### src/rtl/hsw_pkg.sv
package hsw_pkg;
  // Control-to-datapath strobes
  typedef struct packed {
    logic reload;      // valid service sequence completed
    logic count;       // tick accepted by the timeout counter
    logic pdCount;     // tick seen by the power-down counter
    logic pdDisabled;  // locked power-down disable setting
  } hswStrobes_t;
endpackage

### src/rtl/hsw_ctrl.sv
module hsw_ctrl
  import hsw_pkg::*;
#(
  parameter int KEY_W = 16,
  parameter logic [KEY_W-1:0] KEY_ARM = 16'h5555,
  parameter logic [KEY_W-1:0] KEY_FIRE = 16'hAAAA
) (
  input  logic             clk,
  input  logic             rstN,
  input  logic             tickEn,
  input  logic             wdEn,
  input  logic             cfgRunLowPwr,
  input  logic             cfgRunDebug,
  input  logic             lowPwrMode,
  input  logic             debugMode,
  input  logic             svcWrite,
  input  logic [KEY_W-1:0] svcData,
  input  logic             pdDisWrite,
  input  logic             pdDisVal,
  output hswStrobes_t      strobes
);

  logic armed;
  logic pdLocked;
  logic pdDisabled;
  logic modeAllows;

  // Service sequence: first key arms, second key fires, anything else disarms
  always_ff @(posedge clk or negedge rstN) begin
    if (!rstN) begin
      armed <= 1'b0;
    end else if (svcWrite) begin
      armed <= (svcData == KEY_ARM);
    end
  end

  // Write-once power-down disable
  always_ff @(posedge clk or negedge rstN) begin
    if (!rstN) begin
      pdLocked   <= 1'b0;
      pdDisabled <= 1'b0;
    end else if (pdDisWrite && !pdLocked) begin
      pdLocked   <= 1'b1;
      pdDisabled <= pdDisVal;
    end
  end

  always_comb begin
    modeAllows = wdEn && (!lowPwrMode || cfgRunLowPwr) && (!debugMode || cfgRunDebug);
    strobes.reload     = svcWrite && armed && (svcData == KEY_FIRE);
    strobes.count      = tickEn && modeAllows;
    strobes.pdCount    = tickEn;
    strobes.pdDisabled = pdDisabled;
  end

  // once locked, the disable setting never changes until reset
  p_lock_once_r9: assert property (@(posedge clk) disable iff (!rstN)
    pdLocked |=> (pdLocked && $stable(pdDisabled)));

endmodule

### src/rtl/hsw_datapath.sv
module hsw_datapath
  import hsw_pkg::*;
#(
  parameter int TO_W = 8,
  parameter int PD_TICKS = 32
) (
  input  logic            clk,
  input  logic            rstN,
  input  hswStrobes_t     strobes,
  input  logic [TO_W-1:0] cfgTimeout,
  input  logic [TO_W-1:0] cfgPreInt,
  input  logic            cfgIntEn,
  output logic            wdRst,
  output logic            preIrq,
  output logic            pdOutN
);

  localparam int EW = TO_W + 1;
  localparam int PW = $clog2(PD_TICKS + 1);
  localparam logic [PW-1:0] PD_LAST = PW'(PD_TICKS - 1);

  logic [EW-1:0] elapsed;
  logic [EW-1:0] elapsedNext;
  logic [EW-1:0] limit;
  logic [EW:0]   reachSum;
  logic          tickHit;
  logic          wdRstQ;
  logic          preIrqQ;
  logic [PW-1:0] pdCnt;
  logic          pdExp;

  always_comb begin
    elapsedNext = elapsed + EW'(1);
    limit       = {1'b0, cfgTimeout} + EW'(1);
    reachSum    = {1'b0, elapsedNext} + {2'b00, cfgPreInt};
    tickHit     = strobes.count && !strobes.reload && !wdRstQ;
  end

  // Timeout counter: reload has priority over a tick
  always_ff @(posedge clk or negedge rstN) begin
    if (!rstN) begin
      elapsed <= '0;
    end else if (strobes.reload) begin
      elapsed <= '0;
    end else if (tickHit) begin
      elapsed <= elapsedNext;
    end
  end

  // Sticky reset request
  always_ff @(posedge clk or negedge rstN) begin
    if (!rstN) begin
      wdRstQ <= 1'b0;
    end else if (tickHit && (elapsedNext >= limit)) begin
      wdRstQ <= 1'b1;
    end
  end

  // Pre-timeout interrupt
  always_ff @(posedge clk or negedge rstN) begin
    if (!rstN) begin
      preIrqQ <= 1'b0;
    end else if (strobes.reload) begin
      preIrqQ <= 1'b0;
    end else if (tickHit && cfgIntEn && (reachSum >= {1'b0, limit})) begin
      preIrqQ <= 1'b1;
    end
  end

  // Fixed-period power-down counter
  always_ff @(posedge clk or negedge rstN) begin
    if (!rstN) begin
      pdCnt <= '0;
      pdExp <= 1'b0;
    end else if (strobes.pdCount && !strobes.pdDisabled && !pdExp) begin
      pdCnt <= pdCnt + PW'(1);
      if (pdCnt == PD_LAST) pdExp <= 1'b1;
    end
  end

  assign wdRst  = wdRstQ;
  assign preIrq = preIrqQ;
  assign pdOutN = !pdExp;

  // reset request is sticky
  p_rst_sticky_r3: assert property (@(posedge clk) disable iff (!rstN)
    wdRstQ |=> wdRstQ);
  // power-down output stays low once asserted
  p_pd_sticky_r8: assert property (@(posedge clk) disable iff (!rstN)
    pdExp |=> pdExp);
  // a completed service sequence leaves no pending interrupt
  p_reload_clears_irq_r5: assert property (@(posedge clk) disable iff (!rstN)
    strobes.reload |=> !preIrqQ);
  // without an accepted tick or reload the count holds
  p_hold_when_idle_r7: assert property (@(posedge clk) disable iff (!rstN)
    (!strobes.count && !strobes.reload) |=> $stable(elapsed));

endmodule

### src/rtl/halfsec_watchdog.sv
module halfsec_watchdog
  import hsw_pkg::*;
#(
  parameter int TO_W = 8,
  parameter int PD_TICKS = 32,
  parameter int KEY_W = 16
) (
  input  logic             clk,
  input  logic             rstN,
  input  logic             tickEn,
  input  logic             wdEn,
  input  logic [TO_W-1:0]  cfgTimeout,
  input  logic [TO_W-1:0]  cfgPreInt,
  input  logic             cfgIntEn,
  input  logic             cfgRunLowPwr,
  input  logic             cfgRunDebug,
  input  logic             lowPwrMode,
  input  logic             debugMode,
  input  logic             svcWrite,
  input  logic [KEY_W-1:0] svcData,
  input  logic             pdDisWrite,
  input  logic             pdDisVal,
  output logic             wdRst,
  output logic             preIrq,
  output logic             pdOutN
);

  hswStrobes_t strobes;

  hsw_ctrl #(
    .KEY_W   (KEY_W),
    .KEY_ARM (KEY_W'(16'h5555)),
    .KEY_FIRE(KEY_W'(16'hAAAA))
  ) ctrl_i (
    .clk         (clk),
    .rstN        (rstN),
    .tickEn      (tickEn),
    .wdEn        (wdEn),
    .cfgRunLowPwr(cfgRunLowPwr),
    .cfgRunDebug (cfgRunDebug),
    .lowPwrMode  (lowPwrMode),
    .debugMode   (debugMode),
    .svcWrite    (svcWrite),
    .svcData     (svcData),
    .pdDisWrite  (pdDisWrite),
    .pdDisVal    (pdDisVal),
    .strobes     (strobes)
  );

  hsw_datapath #(
    .TO_W    (TO_W),
    .PD_TICKS(PD_TICKS)
  ) dp_i (
    .clk       (clk),
    .rstN      (rstN),
    .strobes   (strobes),
    .cfgTimeout(cfgTimeout),
    .cfgPreInt (cfgPreInt),
    .cfgIntEn  (cfgIntEn),
    .wdRst     (wdRst),
    .preIrq    (preIrq),
    .pdOutN    (pdOutN)
  );

endmodule

### config.mk
export PLATFORM = sky130hd
export DESIGN_NAME = halfsec_watchdog
export DESIGN_NICKNAME = d
export VERILOG_FILES = /design/src/rtl/hsw_pkg.sv /design/src/rtl/hsw_ctrl.sv /design/src/rtl/hsw_datapath.sv /design/src/rtl/halfsec_watchdog.sv
export SDC_FILE = /design/constraint.sdc
export NUM_CORES = 1
export LEC_CHECK = 0
export BUFFER_PORTS_ARGS = -buffer_cell sky130_fd_sc_hd__buf_2
export CAP_MARGIN = 20
export CORE_MARGIN = 4
export CORE_UTILIZATION = 40
export DETAILED_ROUTE_END_ITERATION = 6
export PLACE_DENSITY = 0.77
export SKIP_LAST_GASP = 1
export SLEW_MARGIN = 10
export SYNTH_ARGS = -nofsm -noshare
export SYNTH_HDL_FRONTEND = slang
export SYNTH_SLANG_ARGS = --single-unit
### constraint.sdc
create_clock -name clk -period 3.1 [get_ports clk]
set_clock_uncertainty 0.2 [all_clocks]
set_input_delay 0.62 -clock clk [delete_from_list [all_inputs] [get_ports clk]]
set_output_delay 0.62 -clock clk [all_outputs]
set_load 0.05 [all_outputs]
# Yosys cells after proc, flatten, opt, wreduce, memory -nomap -nowiden
# Index checks and enable logic that the tools add are counted.
# word_totals
inputBits	44
word_cells	46
ff_bits	21
# op_classes
magnitude_cmp	2
mux	4
n_reduce_logical	25
eq_ne	3
n_addsub	4
# ops
op	count
$mux W9	2
$eq A16 B15 Y1 const B	1
$eq A16 B16 Y1 const B	1
$logic_and A1 B1 Y1	13
$add A9 B8 Y10	1
$ge A10 B9 Y1	1
$add A8 B1 Y9 const B	1
$add A9 B1 Y9 const B	1
$ge A9 B9 Y1	1
$logic_not A1 Y1	7
$add A6 B1 Y6 const B	1
$eq A6 B5 Y1 const B	1
$reduce_bool A2 Y1	2
$logic_or A1 B1 Y1	2
$mux W1	2
$reduce_and A2 Y1	1

# Logic depth before layout (Yosys ltp)
# Gate-level depths: netlist of the first run.
# logic_depth
ltp_word	11
ltp_mapped	15
depth_no_buf	15

# Cells and area by module
# From an unflattened synthesis of the first run, not the netlist that was laid out.
# unflattened
cells_unflattened	218
area_unflattened_um2	1975.6
# modules_own_cells
module	area_per_inst_um2	cells_each	n_inst
hsw_datapath	1720.4	192	1
hsw_ctrl	255.2	26	1

# Least setup slack after synthesis of the first run
# OpenSTA, ideal clock, no wires.
# synth_timing
kind	register to register
start	reg dp_i.elapsed[0]
end	reg dp_i.preIrqQ (netlist: dp_i.preIrq)
n_path_buf	0
path_stages_with_launch	16
required_ps	2776
arrival_ps	3091
synth_period_minus_slack_ps	3415
path_slack_ps	-315
path_cell_list	dfrtp_1 > ha_1 > and3_1 > nand3_1 > xnor2_1 > ha_1 > a2111oi_2 > o21ai_1 > nand2_1 > xnor2_1 > ha_1 > a211oi_1 > o21ai_0 > a41oi_1 > o22ai_1 > o31a_1
# synth_between
elab_chain_cells	5
# synth_lines
element	line_no	rtl
start, declared	hsw_datapath.sv:22	logic [EW-1:0] elapsed;
start signal, assigned	hsw_datapath.sv:46	elapsed <= elapsedNext;
$add A9 B1 Y9	hsw_datapath.sv:33	elapsedNext = elapsed + EW'(1);
$add A9 B8 Y10	hsw_datapath.sv:35	reachSum = {1'b0, elapsedNext} + {2'b00, cfgPreInt};
$ge A10 B9 Y1	hsw_datapath.sv:65	end else if (tickHit && cfgIntEn && (reachSum >= {1'b0, limit})) begin
$logic_and A1 B1 Y1	hsw_datapath.sv:65	
$reduce_bool A2 Y1 (no source line)	n/a	
end signal, assigned	hsw_datapath.sv:62	preIrqQ <= 1'b0;
end signal, assigned	hsw_datapath.sv:64	preIrqQ <= 1'b0;
end signal, assigned	hsw_datapath.sv:66	preIrqQ <= 1'b1;
end, declared	hsw_datapath.sv:28	logic preIrqQ;
# No other way between the ends.
# A chain may end at the register's enable or synchronous reset.

# Worst setup path after layout of the first run
# layout_timing
start	reg dp_i.elapsed[1]
end	reg dp_i.preIrqQ (netlist: dp_i.preIrq)
# Same word-level chain as after synthesis.

==> out/results.tsv, run 1 <==
metric	value	unit
synth_seq_area_share	26.7	%
track_usage	14.5	%
worstSetupEndpointType	flip-flop	
rrSetupSlack	-0.17	ns
async_flop_share	100	%
critical_path.top_delay_family	compound AO/OA/AOI/OAI gates	
critPathLaunchType	flip-flop	
rsz0062_at_grt	true	
worstRegToRegCells	15	
tightest_slew	0.654	ns
io_pins	47	
ys_types	44	
max-vdd-ir-drop	0.000321	V
synth_edf_count	0	
dieWidth	78.2	microns
finalInstanceArea	2580	sq um
total_power	1650	uW
clk_pin_slew	0.07	ns
wl_met2	1880	microns
chipHeight	78.2	microns
grt_pass1_vias	1721	
syn_avg_cell_area	9.42	sq um
maxCapViolations	0	
avgViaCountPerCell	4.90	
wl_per_cell	12.1	microns
critPathBufInv	0	
drive_above_1_share	32.3	%
grt_max_degree	22	
violations	setup timing	
reg2reg_from	dp_i.elapsed[1]	
cts_max_path_buffers	2	
gp_congestion	0.926	
grt-ovfl-total	0	
setup-tns-final	-0.174	ns
slowest_stage	dfrtp_1	
placed_area	2520	sq um
die_area	6110	sq um
rows	25	
cpPeakStageDelay	0.38	ns
layout_common_cells	buf_2 (46), buf_4 (30), ha_1 (29)	
port_buffers	46	
cp_max_fo	3	
h-tree-depth	1	
wl_met1	2110	microns
utilization	54.2	%
status	finished, violations left	
ant_nets	0	
yosysWarnings	0	
initial_core_util	41.4	%
cp_data_arrival_time	3.23	ns
dpl.hpwl	3670	microns
cts_setup_buffers	0	
fmax	305	MHz
required	3.05	ns
ctsHoldBuffers	0	
slew_headroom	56.1	%
period_minus_slack	3.27	ns
finalSetupViolations	1	
area_delta_synth_final	30.8	%
wl	4280	microns
vias	1740	
cts_tree	built	
ys_ff_latch	21	
cts-root-buf	clkbuf_8	
cp_cell_sequence	ha_2 -> and3_4 -> nand3_2 -> xnor2_2 -> ha_1 -> a2111oi_2 -> o21ai_1 -> nand2_1 -> xnor2_1 -> ha_1 -> a211oi_2 -> o21ai_1 -> a41oi_1 -> o22ai_1 -> o31a_1	
antenna_found_initial	0	
setup_slack	-0.174	ns
wl_met3	225	microns
antenna_cells	0	
layout.area.seq	526	sq um
timing.hold.worst.class	in -> async	
top_layer	met4	
numCtsBuffers	3	
cp_num_cells	15	
fin_crit_sh	106	%
multi_input_area	1420	sq um
core	4750	sq um
finalHoldViolations	0	
regToRegEndpoint	dp_i.preIrq	
fill_cells	440	
drtIter0Drc	33	
final_nets	364	
layout_commonest_cell	buf_2	
syn_area	1970	sq um
drc_errors	0	
dr.pass1.iters	4	
setup.worst_path.class	reg -> reg	
grt_pass1_wl	7270	microns
worstSkewPairLatency	0.26	ns
syn_nets	284	
ys.flop_type	dfrtp_1	
power.leakage	0.00134	uW
clock-sinks	21	
synthCells	209	
slew_viol_final	0	
powerDensity	639	nW/um^2
-- sequential cells by signal, indices dropped and copies added, names as in the netlist --
name,flops
dp_i.elapsed,9
dp_i.pdCnt,6
ctrl_i.armed,1
ctrl_i.pdDisabled,1
ctrl_i.pdLocked,1
dp_i.pdExp,1
dp_i.preIrq,1
dp_i.wdRst,1
-- per-layer routing --
layer / vias to the layer above / GRT usage (%)
met5: - / 0
met4: 0 / 5.07
met3: 5 / 1.38
met2: 46 / 24.3
met1: 778 / 19.4
li1: 911 / -
-- where the power goes --
| part | internal [uW] | switching, uW |
|---|---|---|
| logic | 586 | 527 |
| clock network | 89.6 | 88.7 |
| registers | 314 | 41.1 |
-- synth_stat cells (3+ instances only) --
cell type / count / area (sq um)
o21ai_1: 4 / 20.0
and4_1: 3 / 26.3
nor2_1: 18 / 67.6
and3_1: 5 / 31.3
o21ai_0: 4 / 20.0
ha_1: 30 / 375
nand3_1: 7 / 35.0
nor4bb_1: 6 / 60.1
nor2b_1: 5 / 31.3
xnor2_1: 15 / 131
a21oi_1: 7 / 35.0
inv_1: 13 / 48.8
dfrtp_1: 21 / 526
o21a_1: 5 / 37.5
xor2_1: 17 / 149
a211oi_1: 3 / 22.5
nand2_1: 13 / 48.8
-- final cells by class --
cell class	count	area share [%]
well taps	67	3.25
multi-input cells	174	55.0
clock buffers	3	1.60
flip-flops and latches	21	20.4
repair buffers	76	17.7
inverters	13	1.89
clock inverters	1	0.194
-- worst max-delay path by stage --
stage | startpoint | end
floorplan | dp_i.elapsed[0] | dp_i.preIrq
global placement | dp_i.elapsed[0] | dp_i.preIrq
detailed placement | dp_i.elapsed[1] | dp_i.preIrq
CTS | dp_i.elapsed[1] | dp_i.preIrq
global route | dp_i.elapsed[1] | dp_i.preIrq
finish | dp_i.elapsed[1] | dp_i.preIrq
-- logic make-up after synthesis --
logic type / synth area share [%]
flip-flops: 26.7
AO/OA/AOI/OAI: 12.2
buffers and inverters: 2.67
XOR/XNOR: 14.2
multiplexers: 2.16
adder cells (fa/ha/maj): 20.1
AND/OR/NAND/NOR: 22.0
-- timing repair --
item / CTS / global route
cloned: 0 / 0
pin swaps: 2 / 3
endpoints found under the setup margin: 1 / 1
hold endpoints to repair: 0 / 0
resized for setup: 1 / 0
-- stage by stage --
step                cells  worst slack (ns)  hold WS [ns]
floorplan             209            -0.202         0.124
global placement      351            -0.137         0.252
detailed placement    351            -0.201         0.268
CTS                   355            -0.209         0.114
global route          355            -0.419         0.134
finish                355            -0.174         0.106
(Power assumes the default switching activity.)
==> inputs of run 2 (changes only) <==
MAX_ROUTING_LAYER = met4   (was not set)
==> run 2 against run 1 <==
  * The run still ends with setup timing left
  * Combinational power rose by 11%
  * Power rose by 6.6%
  * Critical path depth rose by 1
  * Non-clock buffer count rose by 7
  * Sequential power fell by 1%
  * Count of clock-buffer cells in the layout did not move
  * Critical endpoint unchanged
  * Highest routed layer unchanged
==> out/results.tsv, run 2 (synthesized netlist as in run 1, its figures left out) <==
metric	value	unit
cts-root-buf	clkbuf_8	
status	finished, violations left	
cts_max_path_buffers	2	
clk_pin_slew	0.07	ns
antenna_cells	0	
required	3.05	ns
regMostFlops	dp_i.elapsed	
final_cells	362	
worstSkewPairLatency	0.26	ns
reg_top3	dp_i.elapsed x9, dp_i.pdCnt x6	
slew_headroom	56.2	%
rows	25	
slew_viol_final	0	
slowest_stage	dfrtp_1	
die_area	6110	sq um
layout_commonest_cell	buf_2	
wl	4330	microns
power.leakage	0.00137	uW
cpPeakStageDelay	0.37	ns
track_usage	15.4	%
grt_pass1_vias	1877	
fin_crit_sh	108	%
whs	0.0931	ns
cp_cell_sequence	ha_2 -> and3_4 -> nand3_2 -> xnor2_2 -> ha_1 -> a2111oi_2 -> o21ai_1 -> buf_4 -> buf_4 -> buf_4 -> buf_4 -> buf_4 -> buf_4 -> a31oi_1 -> o22ai_1 -> o31a_1	
ant_nets	0	
grt_pass1_wl	7650	microns
finalHoldViolations	0	
avgViaCountPerCell	4.91	
largest_register_ffs	9	
cts_tree	built	
antenna_found_initial	0	
layout_common_cells	buf_2 (46), buf_4 (37), ha_1 (29)	
grt_max_degree	22	
initial_core_util	41.4	%
tightest_slew	0.652	ns
rrSetupSlack	-0.25	ns
setup.worst_path.class	reg -> reg	
drive_above_1_share	33.9	%
io_pins	47	
fmax	299	MHz
wl_per_cell	12.0	microns
grt-ovfl-total	0	
period_minus_slack	3.35	ns
violations	setup timing	
setup_slack	-0.249	ns
port_buffers	46	
worst_path_most_repeated_cell	buf_4	
core	4750	sq um
dieWidth	78.2	microns
drtIter0Drc	35	
timing.hold.worst.class	in -> async	
area_delta_synth_final	33.5	%
placed_area	2540	sq um
gp_congestion	0.933	
h-tree-depth	1	
clock-sinks	21	
rsz0062_at_grt	true	
critPathLaunchType	flip-flop	
drc_errors	0	
dr.pass1.iters	4	
fill_cells	433	
finalSetupViolations	1	
setup-tns-final	-0.249	ns
powerDensity	667	nW/um^2
final_nets	371	
dpl.hpwl	3760	microns
cp_max_fo	3	
worstSetupEndpointType	flip-flop	
place_inst	353	
finalInstanceArea	2630	sq um
cp_data_arrival_time	3.29	ns
numCtsBuffers	3	
maxCapViolations	0	
vias	1776	
chipHeight	78.2	microns
max-vdd-ir-drop	0.000363	V
run 2: changes by cell type in the layout (fill, tap and decap cells not counted):
cell	change
buf_4	+7
run 2: where the power goes:
part           leakage, uW  internal [uW]  switching, uW
clock network    0.0000255           89.5           85.4
logic              0.00108            672            558
registers         0.000265            314           36.6
run 2: critical path, delay by kind of cell (launching register included):
| kind | cells | cell delay, ns |
|---|---|---|
| buffers and inverters | 6 | 0.75 |
| adders and majority gates | 2 | 0.50 |
| and+or+nand+nor | 2 | 0.28 |
| DFF | 1 | 0.37 |
| xor gates and xnor gates | 1 | 0.15 |
| AOI/OAI and AO/OA | 5 | 1.00 |
run 2: through the flow:
| stage | utilization, % | total power (uW) | worst slack [ns] |
|---|---|---|---|
| 6_report | 55.3 | 1750 | -0.249 |
| 4_1_cts | 55.3 | 1760 | -0.230 |
| 3_5_place_dp | 53.4 | 1480 | -0.251 |
| 5_1_grt | 55.3 | 1960 | -0.454 |
| 2_1_floorplan | - | 1050 | -0.202 |
| 3_3_place_gp | 53.4 | 1450 | -0.164 |
run 2: path summary, 6_finish.rpt:
| kind | from | to | cells past startpoint |
|---|---|---|---|
| worst min register to register | dp_i.pdCnt[5] | dp_i.pdCnt[5] | 1 |
| worst max-delay path | dp_i.elapsed[0] | dp_i.preIrq | 16 |
| worst max register to register | dp_i.elapsed[0] | dp_i.preIrq | 16 |
| min in group clk | dp_i.pdCnt[5] | dp_i.pdCnt[5] | 1 |
| worst min-delay path | rstN | dp_i.pdExp | 1 |
| max in group asynchronous | rstN | dp_i.elapsed[2] | 1 |
run 2: timing repair:
action,4_1_cts,5_1_grt
resized for setup,1,0
hold buffers,0,0
endpoints found under the hold margin,0,0
pin swaps,1,0
setup endpoints to repair,1,1
setup buffers,5,0
run 2: area by class of cell:
cell class / count / area (sq um) / area share, %
sequential: 21 / 526 / 20.0
multi-input combinational: 174 / 1420 / 53.9
tap: 67 / 83.8 / 3.19
inverter: 13 / 48.8 / 1.86
clock buffer: 3 / 41.3 / 1.57
clock inverter: 1 / 5.00 / 0.190
timing repair buffer: 83 / 508 / 19.3
run 2: routing by layer:
layer / global-route usage, % / vias to the layer above / wire length [microns]
met1: 19.5 / 798 / 2080
li1: - / 921 / -
met5: - / - / 0
met3: 0.917 / 8 / 197
met4: 5.77 / 0 / 86
met2: 26.0 / 49 / 1970
